==> config.mk <==
export PLATFORM = sky130hd
export DESIGN_NAME = bridge_cfg_regs
export DESIGN_NICKNAME = d
export VERILOG_FILES = /design/src/rtl/bridge_cfg_pkg.sv /design/src/rtl/bridge_cfg_attr.sv /design/src/rtl/bridge_cfg_lane.sv /design/src/rtl/bridge_cfg_merge.sv /design/src/rtl/bridge_cfg_regs.sv
export SDC_FILE = /design/constraint.sdc
export NUM_CORES = 2
export LEC_CHECK = 0
export CORE_ASPECT_RATIO = 0.75
export CORE_MARGIN = 3
export CORE_UTILIZATION = 25
export DETAILED_ROUTE_END_ITERATION = 16
export DONT_BUFFER_PORTS = 1
export HOLD_SLACK_MARGIN = 0.03
export PLACE_DENSITY = 0.48
export SLEW_MARGIN = 20
export SYNTH_ARGS = -nofsm -noshare
export SYNTH_HDL_FRONTEND = slang
export SYNTH_SLANG_ARGS = --single-unit
==> constraint.sdc <==
create_clock -name clk -period 8.5 [get_ports clk]
set_clock_uncertainty 0.2 [all_clocks]
set_input_delay 1.275 -clock clk [delete_from_list [all_inputs] [get_ports clk]]
set_output_delay 1.275 -clock clk [all_outputs]
set_load 0.02 [all_outputs]
==> src/rtl/bridge_cfg_pkg.sv <==
package bridge_cfg_pkg;

  localparam int DATA_W     = 32;
  localparam int HDR_DWORDS = 16;
  localparam int CAP_DWORDS = 15;

  typedef struct packed {
    logic [DATA_W-1:0] ro;
    logic [DATA_W-1:0] rw;
    logic [DATA_W-1:0] w1c;
  } attr_t;

  // Per-dword bit attributes; idx counts dwords from offset 0.
  function automatic attr_t attr_of(int idx, bit pcie, bit nopref);
    attr_t a;
    a = '0;
    if (!pcie && idx >= HDR_DWORDS) return a;
    case (idx)
      0, 2, 4, 5, 14: a.ro = '1;
      1: begin
        a.rw  = 32'h0000_0147;
        a.ro  = pcie ? 32'h0010_0000 : 32'h06B0_02B8;
        a.w1c = 32'hF900_0000;
      end
      3:  a.ro = pcie ? 32'hFFFF_00FF : 32'hFFFF_FFFF;
      6: begin
        a.rw = 32'h00FF_FFFF;
        a.ro = pcie ? 32'h0000_0000 : 32'hFF00_0000;
      end
      7: begin
        a.rw  = 32'h0000_F0F0;
        a.ro  = pcie ? 32'h0000_0F0F : 32'h06A0_0F0F;
        a.w1c = 32'hF900_0000;
      end
      8: begin
        a.rw = 32'hFFF0_FFF0;
        a.ro = 32'h000F_000F;
      end
      9: begin
        if (nopref) a.ro = '1;
        else begin
          a.rw = 32'hFFF0_FFF0;
          a.ro = 32'h000F_000F;
        end
      end
      10, 11, 12: a.rw = '1;
      13: a.ro = 32'h0000_00FF;
      15: begin
        a.rw  = pcie ? 32'h004F_00FF : 32'h0B6F_00FF;
        a.ro  = pcie ? 32'h0000_FF00 : 32'h0080_FF00;
        a.w1c = pcie ? 32'h0000_0000 : 32'h0400_0000;
      end
      // capability structure, dword 16 = offset 0x40
      16: a.ro = 32'h7FFF_FFFF;
      17: a.ro = 32'h0000_803F;
      18: begin
        a.rw  = 32'h0000_7FFF;
        a.w1c = 32'h000F_0000;
        a.ro  = 32'h0030_0000;
      end
      19: a.ro = 32'hFF7B_FFFF;
      20: begin
        a.rw  = 32'h0000_CEFB;
        a.ro  = 32'h3FFF_0000;
        a.w1c = 32'hC000_0000;
      end
      21: a.ro = '1;
      22: begin
        a.rw  = 32'h0000_7FFF;
        a.w1c = 32'h011F_0000;
        a.ro  = 32'h00E0_0000;
      end
      23: begin
        a.rw = 32'h0000_001F;
        a.ro = 32'h0001_0000;
      end
      24: begin
        a.ro  = 32'h0002_FFFF;
        a.w1c = 32'h0001_0000;
      end
      25: a.ro = 32'h80FF_FFFF;
      26: a.rw = 32'h0000_F7FF;
      27: a.ro = 32'h81FF_FFFE;
      28: begin
        a.rw  = 32'h0000_FFFF;
        a.w1c = 32'h8020_0000;
        a.ro  = 32'h73DF_0000;
      end
      default: a = '0;
    endcase
    return a;
  endfunction

  // Reset contents of each dword.
  function automatic logic [DATA_W-1:0] init_of(int idx, bit pcie,
                                                logic [15:0] vid,
                                                logic [15:0] did,
                                                logic [7:0]  rev);
    case (idx)
      0:       return {did, vid};
      1:       return 32'h0010_0000;
      2:       return {24'h060400, rev};
      3:       return 32'h0001_0010;
      13:      return pcie ? 32'h0000_0040 : 32'h0;
      16:      return pcie ? 32'h0042_0010 : 32'h0;
      default: return '0;
    endcase
  endfunction

endpackage

==> src/rtl/bridge_cfg_attr.sv <==
module bridge_cfg_attr
  import bridge_cfg_pkg::*;
#(
  parameter int IDX_W   = 6,
  parameter int DW_N    = 31,
  parameter bit PCIE_EN = 1'b1,
  parameter bit NO_PREF = 1'b0
) (
  input  logic [IDX_W-1:0] sel_idx,
  output attr_t            sel_attr,
  output attr_t            tbl [DW_N]
);

  for (genvar g = 0; g < DW_N; g++) begin : g_tbl
    assign tbl[g] = attr_of(g, PCIE_EN, NO_PREF);
  end

  always_comb begin
    sel_attr = '0;
    for (int i = 0; i < DW_N; i++) begin
      if (sel_idx == IDX_W'(i)) sel_attr = tbl[i];
    end
  end

endmodule

==> src/rtl/bridge_cfg_lane.sv <==
module bridge_cfg_lane #(
  parameter int DATA_W = 32
) (
  input  logic [1:0]        byte_ofs,
  input  logic [2:0]        size,
  output logic [DATA_W-1:0] lane,
  output logic [4:0]        shamt,
  output logic              size_ok
);

  assign shamt = {byte_ofs, 3'b000};

  always_comb begin
    size_ok = 1'b1;
    case (size)
      3'd1:    lane = DATA_W'(32'h0000_00FF) << shamt;
      3'd2:    lane = DATA_W'(32'h0000_FFFF) << shamt;
      3'd4:    lane = '1;
      default: begin
        lane    = '0;
        size_ok = 1'b0;
      end
    endcase
  end

endmodule

==> src/rtl/bridge_cfg_merge.sv <==
module bridge_cfg_merge
  import bridge_cfg_pkg::*;
#(
  parameter int DW = 32
) (
  input  logic [DW-1:0] old_val,
  input  logic [DW-1:0] wdata,
  input  logic [DW-1:0] lane,
  input  logic [4:0]    shamt,
  input  attr_t         attr,
  output logic [DW-1:0] new_val
);

  logic [DW-1:0] wsh;
  logic [DW-1:0] rw_hit;
  logic [DW-1:0] clr_hit;

  assign wsh     = wdata << shamt;
  assign rw_hit  = attr.rw & lane;
  assign clr_hit = wsh & attr.w1c & lane;
  assign new_val = ((old_val & ~rw_hit) | (wsh & rw_hit)) & ~clr_hit;

endmodule

==> src/rtl/bridge_cfg_regs.sv <==
module bridge_cfg_regs
  import bridge_cfg_pkg::*;
#(
  parameter int          OFS_W     = 8,
  parameter bit          PCIE_EN   = 1'b1,
  parameter bit          NO_PREF   = 1'b0,
  parameter logic [15:0] VENDOR_ID = 16'h1D0C,
  parameter logic [15:0] DEVICE_ID = 16'h0123,
  parameter logic [7:0]  REV_ID    = 8'h05
) (
  input  logic              clk,
  input  logic              rst,
  input  logic              req_valid,
  input  logic              req_write,
  input  logic [OFS_W-1:0]  req_offset,
  input  logic [2:0]        req_size,
  input  logic [31:0]       req_wdata,
  input  logic              sts_set_en,
  input  logic [OFS_W-3:0]  sts_set_dw,
  input  logic [31:0]       sts_set_bits,
  output logic              resp_valid,
  output logic              resp_err,
  output logic [31:0]       resp_data
);

  localparam int IDX_W    = OFS_W - 2;
  localparam int DW_N     = PCIE_EN ? (HDR_DWORDS + CAP_DWORDS) : HDR_DWORDS;
  localparam int END_BYTE = DW_N * 4;
  localparam logic [OFS_W:0] END_V = (OFS_W + 1)'(END_BYTE);

  logic [DATA_W-1:0] store  [DW_N];
  logic [DATA_W-1:0] nxt_dw [DW_N];
  attr_t             tbl    [DW_N];
  attr_t             req_attr;

  logic [IDX_W-1:0]  req_idx;
  logic              in_range;
  logic [DATA_W-1:0] lane;
  logic [4:0]        shamt;
  logic              size_ok;
  logic [DATA_W-1:0] old_val;
  logic [DATA_W-1:0] merged;
  logic              wr_go;
  logic [DATA_W-1:0] rd_masked;
  logic [DATA_W-1:0] rd_shift;
  logic [DATA_W-1:0] rd_val;

  assign req_idx  = req_offset[OFS_W-1:2];
  assign in_range = {1'b0, req_offset} < END_V;

  bridge_cfg_attr #(
    .IDX_W  (IDX_W),
    .DW_N   (DW_N),
    .PCIE_EN(PCIE_EN),
    .NO_PREF(NO_PREF)
  ) u_attr (
    .sel_idx (req_idx),
    .sel_attr(req_attr),
    .tbl     (tbl)
  );

  bridge_cfg_lane #(.DATA_W(DATA_W)) u_lane (
    .byte_ofs(req_offset[1:0]),
    .size    (req_size),
    .lane    (lane),
    .shamt   (shamt),
    .size_ok (size_ok)
  );

  always_comb begin
    old_val = '0;
    for (int i = 0; i < DW_N; i++) begin
      if (req_idx == IDX_W'(i)) old_val = store[i];
    end
  end

  bridge_cfg_merge #(.DW(DATA_W)) u_merge (
    .old_val(old_val),
    .wdata  (req_wdata),
    .lane   (lane),
    .shamt  (shamt),
    .attr   (req_attr),
    .new_val(merged)
  );

  assign wr_go = req_valid & req_write & in_range & size_ok;

  // Next value per dword: software write first, hardware set on top.
  for (genvar g = 0; g < DW_N; g++) begin : g_nxt
    always_comb begin
      nxt_dw[g] = store[g];
      if (wr_go && req_idx == IDX_W'(g)) nxt_dw[g] = merged;
      if (sts_set_en && sts_set_dw == IDX_W'(g))
        nxt_dw[g] = nxt_dw[g] | (sts_set_bits & tbl[g].w1c);
    end
  end

  always_ff @(posedge clk) begin
    for (int i = 0; i < DW_N; i++) begin
      if (rst) store[i] <= init_of(i, PCIE_EN, VENDOR_ID, DEVICE_ID, REV_ID);
      else     store[i] <= nxt_dw[i];
    end
  end

  // Read path
  assign rd_masked = old_val & (req_attr.ro | req_attr.rw | req_attr.w1c);
  assign rd_shift  = rd_masked >> shamt;

  always_comb begin
    case (req_size)
      3'd1:    rd_val = rd_shift & 32'h0000_00FF;
      3'd2:    rd_val = rd_shift & 32'h0000_FFFF;
      default: rd_val = rd_shift;
    endcase
  end

  always_ff @(posedge clk) begin
    if (rst) begin
      resp_valid <= 1'b0;
      resp_err   <= 1'b0;
      resp_data  <= '0;
    end else begin
      resp_valid <= req_valid;
      resp_err   <= req_valid & in_range & ~size_ok;
      resp_data  <= (req_valid & ~req_write & in_range & size_ok) ? rd_val : '0;
    end
  end

endmodule

Word level (Yosys, flattened, before mapping)
Memories as Yosys holds them, arrays and structs flattened. Cells that the tools add are included.

Order comparisons: 1. Equal/unequal tests: 40. Shift operators: 4. Muxes and demuxes: 144. Bitwise operators: 61. Reduce and logical (&&, ||, !) cells: 41.

Operators with widths (number): 2-to-1 mux 32 bit (107); 2-to-1 mux 96 bit (31); AND 32 bit (7); OR 32 bit (7); equality test 6 x 5 -> 1 bit, second input constant (20); one-hot mux 32 bit (3 select lines) (1); inverter 32 bit (2); one-hot mux 32 bit (2 select lines) (1); equality test 6 x 4 -> 1 bit, second input constant (8); logical AND 1 bit (38); OR 32 x 17 -> 32 bit (1); OR 32 x 20 -> 32 bit (1); OR 32 x 25 -> 32 bit (1); << shifter 16 x 5 -> 32 bit, first input constant (1); << shifter 32 x 5 -> 32 bit (1); << shifter 8 x 5 -> 32 bit, first input constant (1); >> shifter 32 x 5 -> 32 bit (1); OR 1 bit (31); equality test 6 x 3 -> 1 bit, second input constant (5); equality test 6 x 1 -> 1 bit, second input constant (2); equality test 6 x 2 -> 1 bit, second input constant (2); AND 1 bit (8); less-than comparator 8 x 7 -> 1 bit, second input constant (1); logical NOT 6 bit (1); 7 further kinds (12).

Bits in registers: 34. RAM bits: 992. Output and inout bits: 34. Word-level logic and storage cells: 295. Memories: 1.

Memories: store (words 31, bits a word 32, rd ports 31, clocked after memory_dff 0, write ports 31, line bridge_cfg_regs.sv:31) `logic [DATA_W-1:0] store [DW_N];`.

Longest topological paths before layout
Depth in word-level cells: 41. Gate-level depth with buffers: 16.

Modules after synthesis
Synthesis repeated with hierarchy kept, for this count alone.

Cells, all modules: 11275. Area, all modules: 81473.1 sq um.

Modules (own cells, without submodules): bridge_cfg_regs (times used 1, cells each 7595, area each 54108.1 sq um); bridge_cfg_attr (times used 1, cells each 3294, area each 24223.2 sq um); bridge_cfg_merge (times used 1, cells each 337, area each 2792.7 sq um); bridge_cfg_lane (times used 1, cells each 49, area each 349.1 sq um).

Least setup slack after synthesis
OpenSTA, ideal clock, no wires.

Path kind: input port to flip-flop. Start: input port req_offset[2]. End: memory store[22][20], in the netlist store[1][212]. Arrival: 3.636 ns. Required time: 8.168 ns. Slack: 4.531 ns. Stages: 13. Buffers on the path: 5. Path through: buf_4 > buf_6 > buf_4 > buf_6 > buf_2 > mux2_2 > a22oi_1 > nand3_1 > a2111oi_0 > a21oi_1 > o22a_1 > nand2_1 > a31oi_1.

RTL lines: from (decl) (line bridge_cfg_regs.sv:15) `input logic [OFS_W-1:0] req_offset,`; to (decl) (line bridge_cfg_regs.sv:31).

Final worst setup path
Start: input port req_offset[2]. End: register resp_data[11].

Word-level cells in the longest chain between the ends: 37. Elaborated cells between the ends (all ways): 103. Those cells by class: 1 x order compare; 30 x eq/ne; 1 x shift; 63 x mux; 6 x bitwise; 2 x reduce/logical.

RTL lines: logical NOT 6 bit (line bridge_cfg_attr.sv:21, bridge_cfg_regs.sv:73); 2-to-1 mux 96 bit (31 in series) (line bridge_cfg_attr.sv:21) `if (sel_idx == IDX_W'(i)) sel_attr = tbl[i];`; OR 32 bit (2 in series) (line bridge_cfg_regs.sv:106) `assign rd_masked = old_val & (req_attr.ro | req_attr.rw | req_attr.w1c);`; AND 32 bit (line bridge_cfg_regs.sv:106); >> shifter 32 x 5 -> 32 bit (line bridge_cfg_regs.sv:107) `assign rd_shift = rd_masked >> shamt;`; one-hot mux 32 bit (2 select lines) (line bridge_cfg_regs.sv:110) `case (req_size)`; to (signal assigned) (line bridge_cfg_regs.sv:125) `resp_data <= (req_valid & ~req_write & in_range & size_ok) ? rd_val : '0;`; to (decl) (line bridge_cfg_regs.sv:23) `output logic [31:0] resp_data`.

Parallel ways exist; a longest one is shown, timed or not. A chain may end at the register's enable or synchronous reset.

==> flow_metrics.py <==
metrics = {
    "detailed_routing": {
        "dr.pass1.iters": 6,
        "antenna_left": 0,
        "drc": 0,
        "drt_iter0_drc": 4541,
        "wl_per_cell_um": 25.5,
        "viasPerCell": 5.24,
        "wl_um": 175000,
        "vias": 36000,
    },
    "logic_synthesis": {
        "syn_inst": 4709,
        "yosysSeqAreaShare_pct": 48.3,
        "syn_nets": 4795,
        "yosys.area.top_type_share_pct": 48.3,
        "synth-seq-cells": 1026,
        "synth_edf_count": 0,
        "synth_ff_type": "dfxtp_1",
        "async_reset_ff_share_pct": 0,
        "synth_top_cell_by_area": "dfxtp_1",
        "ys.warnings.count": 0,
        "synthTopCellsByArea": "dfxtp_1, nor2b_1, nor2_1",
        "synth_cell_types": 101,
        "avgSynthCellArea_um2": 9.03,
        "syn_area_um2": 42500,
    },
    "die": {
        "die_w_um": 482,
        "rows": 130,
        "die_h_um": 363,
        "die_area_um2": 175000,
        "core_region_area_um2": 168000,
        "ios": 120,
        "start_util_pct": 25.3,
    },
    "final_layout": {
        "n_fill_cell": 17800,
        "register_area_um2": 20500,
        "multi_input_area_um2": 20200,
        "layout.nets": 4615,
        "drive_gt1_share_pct": 10.0,
        "syn2layout_area_growth_pct": 12.7,
    },
    "run_status": {
        "violations": "max-slew violations",
        "status": "complete, but fails checks",
    },
    "sta": {
        "fmax_mhz": 175,
        "final-setup-viol-count": 0,
        "grt_setup_unrepaired": "no",
        "min_period_ps": 5730,
        "fin_crit_sh_pct": 67.4,
        "drv_slew": 102,
        "finalSetupTns_ps": 0,
        "hold_viol": 0,
        "worst_pin_slew_ps": 1540,
        "relSlewSlack_pct": -2.59,
    },
    "clocking": {
        "post-cts-setup-buffer-count": 0,
        "cts_hold_repair.buffers": 0,
        "cts.clk_slew.worst_paths_ps": 60,
        "post_cts_resized": 0,
        "cts_root_buf": "clkbuf_16",
        "cts_tree": "yes",
        "numCtsBuffers": 97,
        "clock_sinks": 1026,
        "h-tree-depth": 3,
        "clockBufferDepth": 3,
        "clk_latency_ps": 720,
    },
    "worst_setup_path": {
        "crit_fanout": 262,
        "cp.required_ps": 8930,
        "arrival_ps": 6160,
        "crit_type": "input pin to flop",
        "critPathLaunchType": "input pin",
        "cp-end-kind": "flop",
    },
    "placement": {
        "portBuffers": 0,
        "place_hpwl_um": 114000,
        "routabilityCongestion": 0.920,
    },
    "flow_run": {
        "cap_viol_max_count": 0,
    },
    "min_path": {
        "min_path_type": "flop to flop",
    },
    "global_routing": {
        "grt_overflow": 0,
        "grt_pass1_wl_um": 249000,
        "grtUsageTotal_pct": 19.2,
        "grt_antenna_before_repair": 11,
        "grt_pass1_vias": 33700,
        "grt_max_degree": 990,
    },
    "pwr": {
        "peakVddDrop_uv": 150,
        "p_leak_nw": 16.3,
        "power_density_nw_per_um2": 209,
        "finalPower_mw": 9.98,
    },
}
## Yosys cell counts (28+ instances only)
master	instances
dfxtp_1	1026
nor2b_1	692
nor2_1	462
nand2_1	375
a21oi_1	274
clkbuf_1	227
o21ai_0	187
a211oi_1	166
nor3_1	110
buf_2	106
nand3_1	74
a221oi_1	71
o22ai_1	67
mux2i_1	52
a22oi_1	45
a31oi_1	40
o211ai_1	37
mux2_2	35
o21a_1	35
a221o_1	34
o221ai_1	33
buf_4	31
mux4_2	28
## logic make-up after synthesis
family                    after synthesis  synth area share (%)
AOI/OAI and AO/OA                    1241                  20.2
xor gates and xnor gates                2                0.0412
buffers and inverters                 422                  4.58
DFF                                  1026                  48.3
muxes                                 117                  3.72
and+or+nand+nor                      1901                  23.1
## registers in the layout (all words and copies together) (netlist names)
signal and cells:
store 992, resp_data 32, resp_err 1, resp_valid 1
## final cells by class
type	count	area share [%]
well taps	2244	5.86
repair buffers	118	2.03
clock inverters	46	1.07
flip-flops and latches	1026	42.9
multi-input cells	3261	42.1
clock buffers	129	5.76
inverters	25	0.196
diodes	8	0.0418
## placed cells by master, fill, tap and decap left out, drive strengths merged, types with 14 or more instances in the layout
cell type	count
a31oi	40
a21o	14
or3	17
mux2i	54
a211oi	168
o22a	17
a221o	34
mux4	28
buf	118
a21oi	276
o2111ai	20
a221oi	72
or2	30
nor3	122
a2111oi	15
o2bb2ai	17
a2bb2oi	17
nor2b	692
dfxtp	1026
o221ai	34
clkbuf	129
clkinv	25
o21ai	196
nand2	376
o211ai	37
nand2b	20
inv	26
o22ai	67
o31ai	17
a311oi	14
nand4	15
o21a	35
nand3	74
a22oi	45
nor2	471
mux2	35
## routing by layer
layer	GRT usage (%)	routed length [µm]
met1	29.7	84800
met2	26.3	68700
met3	4.36	16800
met4	4.63	4350
met5	0	0
## worst max-delay path: stages
cell and delay, ps:
nor2_4 340, buf_12 350, nand2_1 520, a31oi_1 410
o211ai_1 200, a31oi_1 880, o21ai_0 690, o22ai_1 700
nand2_1 120, a21oi_1 160
## path summary, 6_finish.rpt
check	from	to	slack (ps)	depth (start not counted)
max	req_offset[2]	resp_data[11]	2770	10
min	store[0][10]	store[0][10]	240	1
max reg2reg	store[1][187]	resp_data[11]	4440	9
min reg2reg	store[0][10]	store[0][10]	240	1
## stage by stage
| stage | hold WS (ps) | worst slack, ps | utilization [%] | cells | cell area (µm²) |
|---|---|---|---|---|---|
| after floorplan | 210 | 4530 | - | 4709 | 42500 |
| after global placement | 220 | 2860 | 26.5 | 6671 | 44500 |
| after detailed placement | 224 | 2830 | 26.5 | 6671 | 44500 |
| after CTS | 237 | 3600 | 28.4 | 6846 | 47800 |
| after global routing | 255 | 3160 | 28.5 | 6851 | 47900 |
| final | 236 | 2770 | 28.5 | 6857 | 47900 |
## report_power, final
group          total, mW  switching, mW  internal (mW)
clock network       4.58           2.04           2.54
registers           4.81        0.00177           4.81
logic              0.600          0.447          0.153
No activity file was read; power rests on OpenSTA's default activity.
